[config.mk]
export PLATFORM = sky130hd
export DESIGN_NAME = vbr_step_eval
export DESIGN_NICKNAME = d
export VERILOG_FILES = /design/src/rtl/vbr_pkg.sv /design/src/rtl/vbr_cond_eval.sv /design/src/rtl/vbr_cnt_update.sv /design/src/rtl/vbr_vl_link.sv /design/src/rtl/vbr_step_eval.sv
export SDC_FILE = /design/constraint.sdc
export NUM_CORES = 1
export LEC_CHECK = 0
export BUFFER_PORTS_ARGS = -buffer_cell sky130_fd_sc_hd__buf_4
export CAP_MARGIN = 25
export CORE_MARGIN = 2
export CORE_UTILIZATION = 30
export DETAILED_ROUTE_END_ITERATION = 7
export PLACE_DENSITY = 0.54
export SETUP_SLACK_MARGIN = 0.2
export SLEW_MARGIN = 20
export SYNTH_ARGS = -nofsm -noshare
export SYNTH_HDL_FRONTEND = slang
export SYNTH_HIERARCHICAL = 1
export SYNTH_SLANG_ARGS = --single-unit
[constraint.sdc]
create_clock -name clk -period 0.8 [get_ports clk]
set_input_delay 0.16 -clock clk [delete_from_list [all_inputs] [get_ports clk]]
set_output_delay 0.16 -clock clk [all_outputs]
set_load 0.01 [all_outputs]
[src/rtl/vbr_pkg.sv]
package vbr_pkg;
  typedef struct packed {
    logic mask_eval;
    logic subst;
    logic ctr_test;
    logic ctr_inv;
    logic vl_trunc;
    logic vl_sense;
    logic vl_incl;
    logic vlink;
    logic link;
  } vbr_mode_t;
endpackage

[src/rtl/vbr_cond_eval.sv]
module vbr_cond_eval #(
  parameter int CNT_W = 64,
  parameter int CR_W  = 32,
  localparam int SEL_W = $clog2(CR_W),
  localparam int HALF  = CNT_W / 2
) (
  input  logic [3:0]       br_ctl,
  input  logic [SEL_W-1:0] crsel,
  input  logic [CR_W-1:0]  cond_reg,
  input  logic [CNT_W-1:0] cnt,
  input  logic             wide_mode,
  input  logic             pred,
  input  logic             subst_bit,
  output logic             ctr_ok,
  output logic             cond_ok
);
  logic [SEL_W-1:0] cr_idx;
  logic             lo_nz, hi_nz, cnt_nz, test_bit;

  // MSB-first numbering of the selector
  assign cr_idx   = SEL_W'(CR_W - 1) - crsel;
  assign test_bit = pred ? cond_reg[cr_idx] : subst_bit;

  assign lo_nz  = |cnt[HALF-1:0];
  assign hi_nz  = |cnt[CNT_W-1:HALF];
  assign cnt_nz = lo_nz | (wide_mode & hi_nz);

  assign ctr_ok  = br_ctl[2] | (cnt_nz ^ br_ctl[3]);
  assign cond_ok = br_ctl[0] | (test_bit == br_ctl[1]);
endmodule

[src/rtl/vbr_cnt_update.sv]
module vbr_cnt_update #(
  parameter int CNT_W = 64
) (
  input  logic [CNT_W-1:0] cnt,
  input  logic             ign_ctr,
  input  logic             early,
  input  logic             ctr_test,
  input  logic             ctr_inv,
  input  logic             cond_ok,
  output logic [CNT_W-1:0] cnt_nxt
);
  logic dec;

  always_comb begin
    if (early) dec = ~ign_ctr & ctr_test & ~ctr_inv;
    else       dec = ~ign_ctr & ~(ctr_test & (cond_ok ^ ctr_inv));
    cnt_nxt = dec ? (cnt - CNT_W'(1)) : cnt;
  end
endmodule

[src/rtl/vbr_vl_link.sv]
module vbr_vl_link #(
  parameter int STEP_W = 7
) (
  input  logic              early,
  input  logic              ctr_ok,
  input  logic              cond_ok,
  input  logic              vl_trunc,
  input  logic              vl_sense,
  input  logic              vl_incl,
  input  logic              vlink,
  input  logic              link,
  input  logic [STEP_W-1:0] srcstep,
  input  logic [STEP_W-1:0] vlen,
  output logic              cond_met,
  output logic              vl_we,
  output logic [STEP_W-1:0] vl_val,
  output logic              lr_we,
  output logic              svlr_we
);
  logic            pass;
  logic [STEP_W:0] cand;

  assign pass     = ctr_ok & cond_ok;
  assign cond_met = pass & ~early;
  assign lr_we    = link  & pass & ~early;
  assign svlr_we  = vlink & pass & ~early;
  assign vl_we    = ~early & vl_trunc & (vl_sense == pass);

  assign cand   = {1'b0, srcstep} + (STEP_W+1)'(vl_incl);
  assign vl_val = (cand > {1'b0, vlen}) ? vlen : cand[STEP_W-1:0];
endmodule

[src/rtl/vbr_step_eval.sv]
module vbr_step_eval #(
  parameter int CNT_W  = 64,
  parameter int CR_W   = 32,
  parameter int STEP_W = 7,
  localparam int SEL_W = $clog2(CR_W)
) (
  input  logic              clk,
  input  logic              rst_n,
  input  logic              in_valid,
  input  logic [3:0]        br_ctl,
  input  logic [SEL_W-1:0]  crsel,
  input  logic [CR_W-1:0]   cond_reg,
  input  logic [CNT_W-1:0]  cnt_i,
  input  logic              wide_mode,
  input  logic              pred,
  input  logic              m_mask_eval,
  input  logic              m_subst,
  input  logic              m_ctr_test,
  input  logic              m_ctr_inv,
  input  logic              m_vl_trunc,
  input  logic              m_vl_sense,
  input  logic              m_vl_incl,
  input  logic              m_vlink,
  input  logic              m_link,
  input  logic [STEP_W-1:0] srcstep,
  input  logic [STEP_W-1:0] vlen,
  output logic              out_valid,
  output logic [CNT_W-1:0]  cnt_o,
  output logic              cond_met,
  output logic              vl_we,
  output logic [STEP_W-1:0] vl_val,
  output logic              lr_we,
  output logic              svlr_we,
  output logic              early_done
);
  import vbr_pkg::*;

  vbr_mode_t         mode;
  logic              early, ctr_ok, cond_ok;
  logic [CNT_W-1:0]  cnt_new;
  logic              met_new, vlwe_new, lr_new, svlr_new;
  logic [STEP_W-1:0] vlval_new;

  logic              val_d, val_q;
  logic [CNT_W-1:0]  cnt_d, cnt_q;
  logic              met_d, met_q, vlwe_d, vlwe_q, lr_d, lr_q, svlr_d, svlr_q, early_d, early_q;
  logic [STEP_W-1:0] vlval_d, vlval_q;

  assign mode = '{mask_eval: m_mask_eval, subst: m_subst, ctr_test: m_ctr_test,
                  ctr_inv: m_ctr_inv, vl_trunc: m_vl_trunc, vl_sense: m_vl_sense,
                  vl_incl: m_vl_incl, vlink: m_vlink, link: m_link};

  assign early = ~pred & ~mode.mask_eval;

  vbr_cond_eval #(.CNT_W(CNT_W), .CR_W(CR_W)) u_cond (
    .br_ctl(br_ctl), .crsel(crsel), .cond_reg(cond_reg), .cnt(cnt_i),
    .wide_mode(wide_mode), .pred(pred), .subst_bit(mode.subst),
    .ctr_ok(ctr_ok), .cond_ok(cond_ok)
  );

  vbr_cnt_update #(.CNT_W(CNT_W)) u_cnt (
    .cnt(cnt_i), .ign_ctr(br_ctl[2]), .early(early), .ctr_test(mode.ctr_test),
    .ctr_inv(mode.ctr_inv), .cond_ok(cond_ok), .cnt_nxt(cnt_new)
  );

  vbr_vl_link #(.STEP_W(STEP_W)) u_vl (
    .early(early), .ctr_ok(ctr_ok), .cond_ok(cond_ok), .vl_trunc(mode.vl_trunc),
    .vl_sense(mode.vl_sense), .vl_incl(mode.vl_incl), .vlink(mode.vlink),
    .link(mode.link), .srcstep(srcstep), .vlen(vlen), .cond_met(met_new),
    .vl_we(vlwe_new), .vl_val(vlval_new), .lr_we(lr_new), .svlr_we(svlr_new)
  );

  // next state: results load only under the strobe
  always_comb begin
    val_d   = in_valid;
    cnt_d   = cnt_q;
    met_d   = met_q;
    vlwe_d  = vlwe_q;
    vlval_d = vlval_q;
    lr_d    = lr_q;
    svlr_d  = svlr_q;
    early_d = early_q;
    if (in_valid) begin
      cnt_d   = cnt_new;
      met_d   = met_new;
      vlwe_d  = vlwe_new;
      vlval_d = vlval_new;
      lr_d    = lr_new;
      svlr_d  = svlr_new;
      early_d = early;
    end
  end

  always_ff @(posedge clk or negedge rst_n) begin
    if (!rst_n) begin
      val_q   <= 1'b0;
      cnt_q   <= '0;
      met_q   <= 1'b0;
      vlwe_q  <= 1'b0;
      vlval_q <= '0;
      lr_q    <= 1'b0;
      svlr_q  <= 1'b0;
      early_q <= 1'b0;
    end else begin
      val_q   <= val_d;
      cnt_q   <= cnt_d;
      met_q   <= met_d;
      vlwe_q  <= vlwe_d;
      vlval_q <= vlval_d;
      lr_q    <= lr_d;
      svlr_q  <= svlr_d;
      early_q <= early_d;
    end
  end

  assign out_valid  = val_q;
  assign cnt_o      = cnt_q;
  assign cond_met   = met_q;
  assign vl_we      = vlwe_q;
  assign vl_val     = vlval_q;
  assign lr_we      = lr_q;
  assign svlr_we    = svlr_q;
  assign early_done = early_q;

  p_valid_latency_r2: assert property (@(posedge clk) disable iff (!rst_n)
    in_valid |=> out_valid);
  p_valid_drop_r2: assert property (@(posedge clk) disable iff (!rst_n)
    !in_valid |=> !out_valid);
  p_early_quiet_r6: assert property (@(posedge clk) disable iff (!rst_n)
    (out_valid && early_done) |-> (!vl_we && !lr_we && !svlr_we && !cond_met));
  p_dec_by_one_r7: assert property (@(posedge clk) disable iff (!rst_n)
    in_valid |=> (cnt_o == $past(cnt_i) || cnt_o == $past(cnt_i) - CNT_W'(1)));
  p_vl_clamp_r9: assert property (@(posedge clk) disable iff (!rst_n)
    in_valid |=> (!vl_we || vl_val <= $past(vlen)));
  p_link_needs_pass_r10: assert property (@(posedge clk) disable iff (!rst_n)
    (out_valid && (lr_we || svlr_we)) |-> cond_met);
  p_hold_r11: assert property (@(posedge clk) disable iff (!rst_n)
    !in_valid |=> ($stable(cnt_o) && $stable(vl_val) && $stable(cond_met)));
endmodule

==> flow_metrics.tcl, run 1 <==
set metrics [dict create \
    via_per_inst 4.90 \
    avgSynthCellArea_um2 11.0 \
    coreArea_um2 18000 \
    antenna_found_initial 0 \
    timing.final.max_slew_violations 0 \
    die_x_um 140 \
    fill_cells 1546 \
    skew_ns 0 \
    drive_above_1_share_pct 68.6 \
    fin_setup_tns_ns -132.81 \
    yosys.area.top_type "dfrtp_1" \
    vias 5626 \
    wl_um 20400 \
    syn-cell-area_um2 5510 \
    setup_viol 153 \
    violations "negative hold slack, negative setup slack" \
    first_pass_iters 4 \
    seq_area_frac_synth_pct 35.0 \
    yosysWarningCount 6 \
    dp_slack_ns -2.29 \
    start_util_pct 30.7 \
    grt_pass1_wl_um 31800 \
    timing.hold.ws_ns -0.220 \
    critPathLaunchType "input pin" \
    syn_inst 501 \
    synth_seq_cells 77 \
    synth_ff_type "dfrtp_1" \
    required_ns 1.03 \
    vdd_drop_max_mv 0.977 \
    endpoint_kind "flip-flop" \
    grt_start_max_net_pins 45 \
    postRouteAntennaNets 0 \
    fmax_mhz 398 \
    grt_setup_unrepaired "yes" \
    fp-row-count 49 \
    grt_pass1_vias 6168 \
    status "finished with violations" \
    ios 210 \
    synth_top_area_share_pct 35.0 \
    final_nets 1058 \
    die-area_um2 19500 \
    place_area_um2 8660 \
    htree_levels 3 \
    fin_crit_ns 2.51 \
    synth.area.top_cells "dfrtp_1, mux2_4, mux2_2" \
    hold_viol 77 \
    gp_congestion 0.901 \
    area_delta_synth_final_pct 90.6 \
    cts_sinks 77 \
    grt_remaining_overflow 0 \
    reg2regPathDepth 3 \
    cts.clk_slew.worst_paths_ns 0.06 \
    r2r_slack_ns -0.21 \
    crit_type "input pin to flip-flop" \
    crit_arrival_ns 2.74 \
    clkLatencyLatePin_ns 0.34 \
    dr.first_iter.drc_count 212 \
    routedWlPerCell_um 17.8 \
    p_leak_nw 5.10 \
    powerDensity_nw_per_um2 1290 \
    setup_ws_ns -1.71 \
    path_max_fanout 5 \
    syn_nets 644 \
    final_core_util_pct 58.5 \
    drc 0 \
    cap_violations 0 \
    synth_edf_count 0 \
    fin_crit_sh_pct 314 \
    cts_tree "built" \
    cts_buffer_depth 2 \
    hold_path.class "input pin to asynchronous set/reset pin" \
    dieHeight_um 140 \
    slew_headroom_pct 72.5 \
    hpwl_um 15600 \
    n_antenna_cell 0 \
    cts_buffers 9 \
    portBuffers 209 \
    fin_area_um2 10500 \
    worstMarginPinSlew_ns 0.412 \
    netlist-cell-type-count 58 \
    async_flop_share_pct 100 \
    gr-usage-all-layers_pct 20.5 \
    cts-root-buf "clkbuf_16" \
]
[worst max-delay path, cell delays in order]
cell	delay, ns
buf_6	0.10
and2b_2	0.23
a22oi_2	0.19
nand2_2	0.09
o21ai_4	0.17
o21ai_2	0.06
nor3b_2	0.16
buf_4	0.15
a21boi_4	0.16
o32ai_4	0.11
buf_12	0.14
buf_12	0.13
and4_4	0.15
buf_6	0.12
buf_6	0.12
buf_6	0.10
xor2_1	0.14
mux2_4	0.25
[cell families after synthesis]
| family | synth area share (%) |
|---|---|
| compound gates | 4.13 |
| mux | 22.6 |
| xor+xnor | 10.2 |
| flops | 35.0 |
| fa+ha+maj | 2.27 |
| buf+inv | 3.09 |
| simple gates | 22.8 |
[flip-flops by register name, indices dropped and copies added (netlist names)]
signal,cells
cnt_o,64
cond_met,1
early_done,1
lr_we,1
out_valid,1
svlr_we,1
vl_val,7
vl_we,1
[where the power goes]
group | internal, mW | switching (mW)
clock network | 2.29 | 1.65
logic | 3.09 | 1.86
registers | 4.34 | 0.352
total | 9.72 | 3.87
[synthesized netlist by cell type, types with 5 or more instances]
cell type,n
a21oi_1,7
buf_2,6
buf_6,6
dfrtp_1,77
ha_1,10
inv_1,9
mux2_2,43
mux2_4,40
mux2i_1,16
nand2_1,30
nand2b_1,6
nand3_1,11
nand4_1,10
nor2_1,23
nor3_1,28
nor4_1,29
nor4_2,7
o21ai_0,5
or3_1,10
or4_1,6
xnor2_1,19
xor2_1,45
[placed cells by master (no fill, tap or decap), types with 6 or more instances in the layout]
master	synthesis	layout
xnor2_2	0	7
buf_4	2	297
xnor2_1	19	12
nand4_1	10	10
nor3_4	0	13
or4_1	6	6
mux2_2	43	20
nand2_1	30	25
mux2i_1	16	16
xor2_1	45	43
nor2_1	23	15
nor4_4	2	17
nor3_1	28	10
dfrtp_1	77	77
inv_1	9	9
buf_6	6	105
nand2b_1	6	6
mux2_4	40	63
ha_1	10	7
nor4_1	29	14
clkbuf_16	0	9
or3_1	10	10
buf_12	1	10
nand3_2	2	7
nor4_2	7	7
[metrics by stage]
step,power [mW],instances
5_1_grt,14.3,1149
2_1_floorplan,6.28,501
6_report,13.6,1149
4_1_cts,13.5,1134
3_3_place_gp,8.57,1066
3_5_place_dp,8.63,1066
[final cells by class]
class | instances | area, um2 | share of cell area, %
clock buffers | 14 | 264 | 2.51
well taps | 229 | 287 | 2.73
clock inverters | 2 | 16.3 | 0.155
flip-flops and latches | 77 | 1930 | 18.3
repair buffers | 418 | 3730 | 35.5
multi-input cells | 400 | 4250 | 40.5
inverters | 9 | 33.8 | 0.322
[layer usage]
metal | part of all wire, % | global-route usage (%) | wire [um] | up-vias
li1 | - | - | - | 2690
met1 | 40 | 23.6 | 8160 | 2744
met2 | 51 | 35.9 | 10300 | 161
met3 | 6.8 | 5.99 | 1390 | 31
met4 | 2.6 | 7.55 | 522 | 0
met5 | 0 | 0 | 0 | -
[what timing repair did]
| action | 4_1_cts | 5_1_grt |
|---|---|---|
| endpoints found under the setup margin | 153 | 153 |
| resized for setup | 175 | 48 |
| hold endpoints to repair | 77 | 77 |
| pin swaps | 49 | 33 |
| gates cloned | 3 | 0 |
| buffers inserted | 49 | 15 |
[worst paths after layout]
kind                                            start               endpoint
worst min register to register   cnt_o[0]$_DFFE_PN0P_   cnt_o[0]$_DFFE_PN0P_
worst max register to register  cnt_o[59]$_DFFE_PN0P_  cnt_o[59]$_DFFE_PN0P_
worst max-delay path                         crsel[1]  cnt_o[34]$_DFFE_PN0P_
worst min-delay path                            rst_n  cnt_o[44]$_DFFE_PN0P_
min in group clk                               m_link      lr_we$_DFFE_PN0P_
max in group asynchronous                       rst_n   cnt_o[3]$_DFFE_PN0P_
No activity file was read; power rests on OpenSTA's default activity.
==> run 2, diff against run 1 <==
--- a/config.mk
+++ b/config.mk
@@ -10,7 +10,6 @@
 export CORE_MARGIN = 2
 export CORE_UTILIZATION = 30
 export DETAILED_ROUTE_END_ITERATION = 7
-export PLACE_DENSITY = 0.54
 export SETUP_SLACK_MARGIN = 0.2
 export SLEW_MARGIN = 20
 export SYNTH_ARGS = -nofsm -noshare
==> run 2 against run 1 <==
The flow finishes with violations (negative setup slack). Largest cell class unchanged. Critical path type unchanged. Worst hold slack gained 0.25 ns. Critical endpoint is now cnt_o[43]$_DFFE_PN0P_. First-iteration DRC count grew 3.8%. Via count increased by 2.3%.
==> flow_metrics.tcl, run 2 (same netlist as run 1, synthesis figures left out) <==
set metrics [dict create \
    vias 5756 \
    critPathLaunchType "input pin" \
    path_max_fanout 8 \
    p_leak_nw 5.31 \
    cts-root-buf "clkbuf_16" \
    die-area_um2 19500 \
    mostFrequentLayoutCells "buf_4, buf_6, dfrtp_1, mux2_4, xor2_1" \
    setup_ws_ns -1.77 \
    cts_buffer_depth 2 \
    cts.clk_slew.worst_paths_ns 0.06 \
    timing.hold.ws_ns 0.0252 \
    powerDensity_nw_per_um2 1270 \
    wl_um 20800 \
    crit_type "input pin to flip-flop" \
    timing.final.max_slew_violations 0 \
    first_pass_iters 4 \
    hold_viol 0 \
    vdd_drop_max_mv 0.969 \
    grt_remaining_overflow 0 \
    setup_viol 152 \
    place_area_um2 8680 \
    required_ns 1.02 \
    start_util_pct 30.7 \
    skew_ns 0 \
    largest_register_ffs 64 \
    fin_area_um2 11000 \
    cts_tree "built" \
    gr-usage-all-layers_pct 20.5 \
    crit_path_top_delay_cell "nor4_4" \
    cts_sinks 77 \
    die_x_um 140 \
    area_delta_synth_final_pct 99.0 \
    coreArea_um2 18000 \
    ios 210 \
    antenna_found_initial 0 \
    dieHeight_um 140 \
    final_common_cell "buf_4" \
    status "finished with violations" \
    max_stage_delay_ns 0.33 \
    slew_headroom_pct 70.0 \
    via_per_inst 4.96 \
    path_common_cell "buf_12" \
    violations "negative setup slack" \
    fp-row-count 49 \
    postRouteAntennaNets 0 \
    critical_path.cell_chain "buf_8 -> and2b_2 -> a22oi_2 -> nand3_1 -> nand2_2 -> nor4_4 -> nor3b_4 -> nor2b_4 -> o32ai_4 -> buf_12 -> buf_12 -> nand3_4 -> buf_12 -> nor4_2 -> xor2_1 -> mux2_4" \
    drc 0 \
    worstMarginPinSlew_ns 0.443 \
    crit_arrival_ns 2.79 \
    fin_crit_ns 2.57 \
    endpoint_kind "flip-flop" \
    grt_pass1_vias 6241 \
    fin_crit_sh_pct 322 \
    gp_congestion 0.955 \
    clkLatencyLatePin_ns 0.34 \
    grt_start_max_net_pins 40 \
    hpwl_um 14700 \
    drive_above_1_share_pct 70.7 \
    portBuffers 209 \
    fmax_mhz 389 \
    final_nets 1069 \
    dr.first_iter.drc_count 220 \
    htree_levels 3 \
    grt_setup_unrepaired "yes" \
    grt_pass1_wl_um 32100 \
    routedWlPerCell_um 17.9 \
    cts_buffers 9 \
    cap_violations 0 \
    hold_path.class "input pin to flip-flop" \
    n_antenna_cell 0 \
]
-- run 2: worst max-delay path: cells and delay by family --
family | cells | cell delay (ns)
compound gates | 2 | 0.33
xor+xnor | 1 | 0.13
buf+inv | 4 | 0.53
mux | 1 | 0.28
simple gates | 8 | 1.35
-- run 2: per-stage QoR --
step           setup TNS (ns)  total power [mW]  utilization (%)  setup WS (ns)  cells
4_1_cts               -133.90              13.8             58.5          -1.73   1145
6_report              -135.48              13.9             61.0          -1.77   1160
2_1_floorplan         -132.83              6.28                -          -1.95    501
3_5_place_dp          -155.12              8.57             48.3          -2.29   1068
3_3_place_gp          -151.45              8.50             48.3          -2.19   1068
5_1_grt               -145.61              14.6             61.0          -1.90   1160
-- run 2: repair_timing --
item / 4_1_cts / 5_1_grt
setup endpoints to repair: 153 / 220
endpoints found under the hold margin: 77 / 0
gates resized for setup: 222 / 56
pin swaps: 41 / 45
hold buffers: 1 / 0
cloned: 1 / 4
buffers inserted: 59 / 11
-- run 2: final timing paths --
| path | end | start | cells after the start | slack, ns |
|---|---|---|---|---|
| min reg2reg | cnt_o[1]$_DFFE_PN0P_ | cnt_o[1]$_DFFE_PN0P_ | 1 | 0.53 |
| min in group asynchronous | cnt_o[56]$_DFFE_PN0P_ | rst_n | 3 | 0.37 |
| max reg2reg | cnt_o[23]$_DFFE_PN0P_ | cnt_o[23]$_DFFE_PN0P_ | 2 | -0.13 |
| max in group asynchronous | vl_val[6]$_DFFE_PN0P_ | rst_n | 3 | 0.25 |
| min | out_valid$_DFF_PN0_ | in_valid | 1 | 0.03 |
| max | cnt_o[43]$_DFFE_PN0P_ | crsel[2] | 16 | -1.77 |
-- run 2: final cells by class --
class	instances	area [um2]
Multi-Input combinational cell	399	4460
Clock inverter	2	16.3
Sequential cell	77	1930
Tap cell	229	287
Timing Repair Buffer	430	3970
Clock buffer	14	274
Inverter	9	33.8
Fill cell	1389	7000
-- run 2: routing by layer --
layer | up-vias | wire, um | track usage [%]
li1 | 2707 | - | -
met2 | 206 | 10300 | 35.8
met3 | 23 | 1350 | 4.92
met1 | 2820 | 8950 | 25.9
met5 | - | 0 | 0
met4 | 0 | 191 | 4.15
-- run 2: report_power, final --
group          internal (mW)  leakage (nW)  total [mW]  switching (mW)
registers               4.34         0.906        4.69           0.350
clock network           2.37         0.139        4.04            1.67
logic                   3.25          4.26        5.22            1.97
total                   9.95          5.31        13.9            3.99
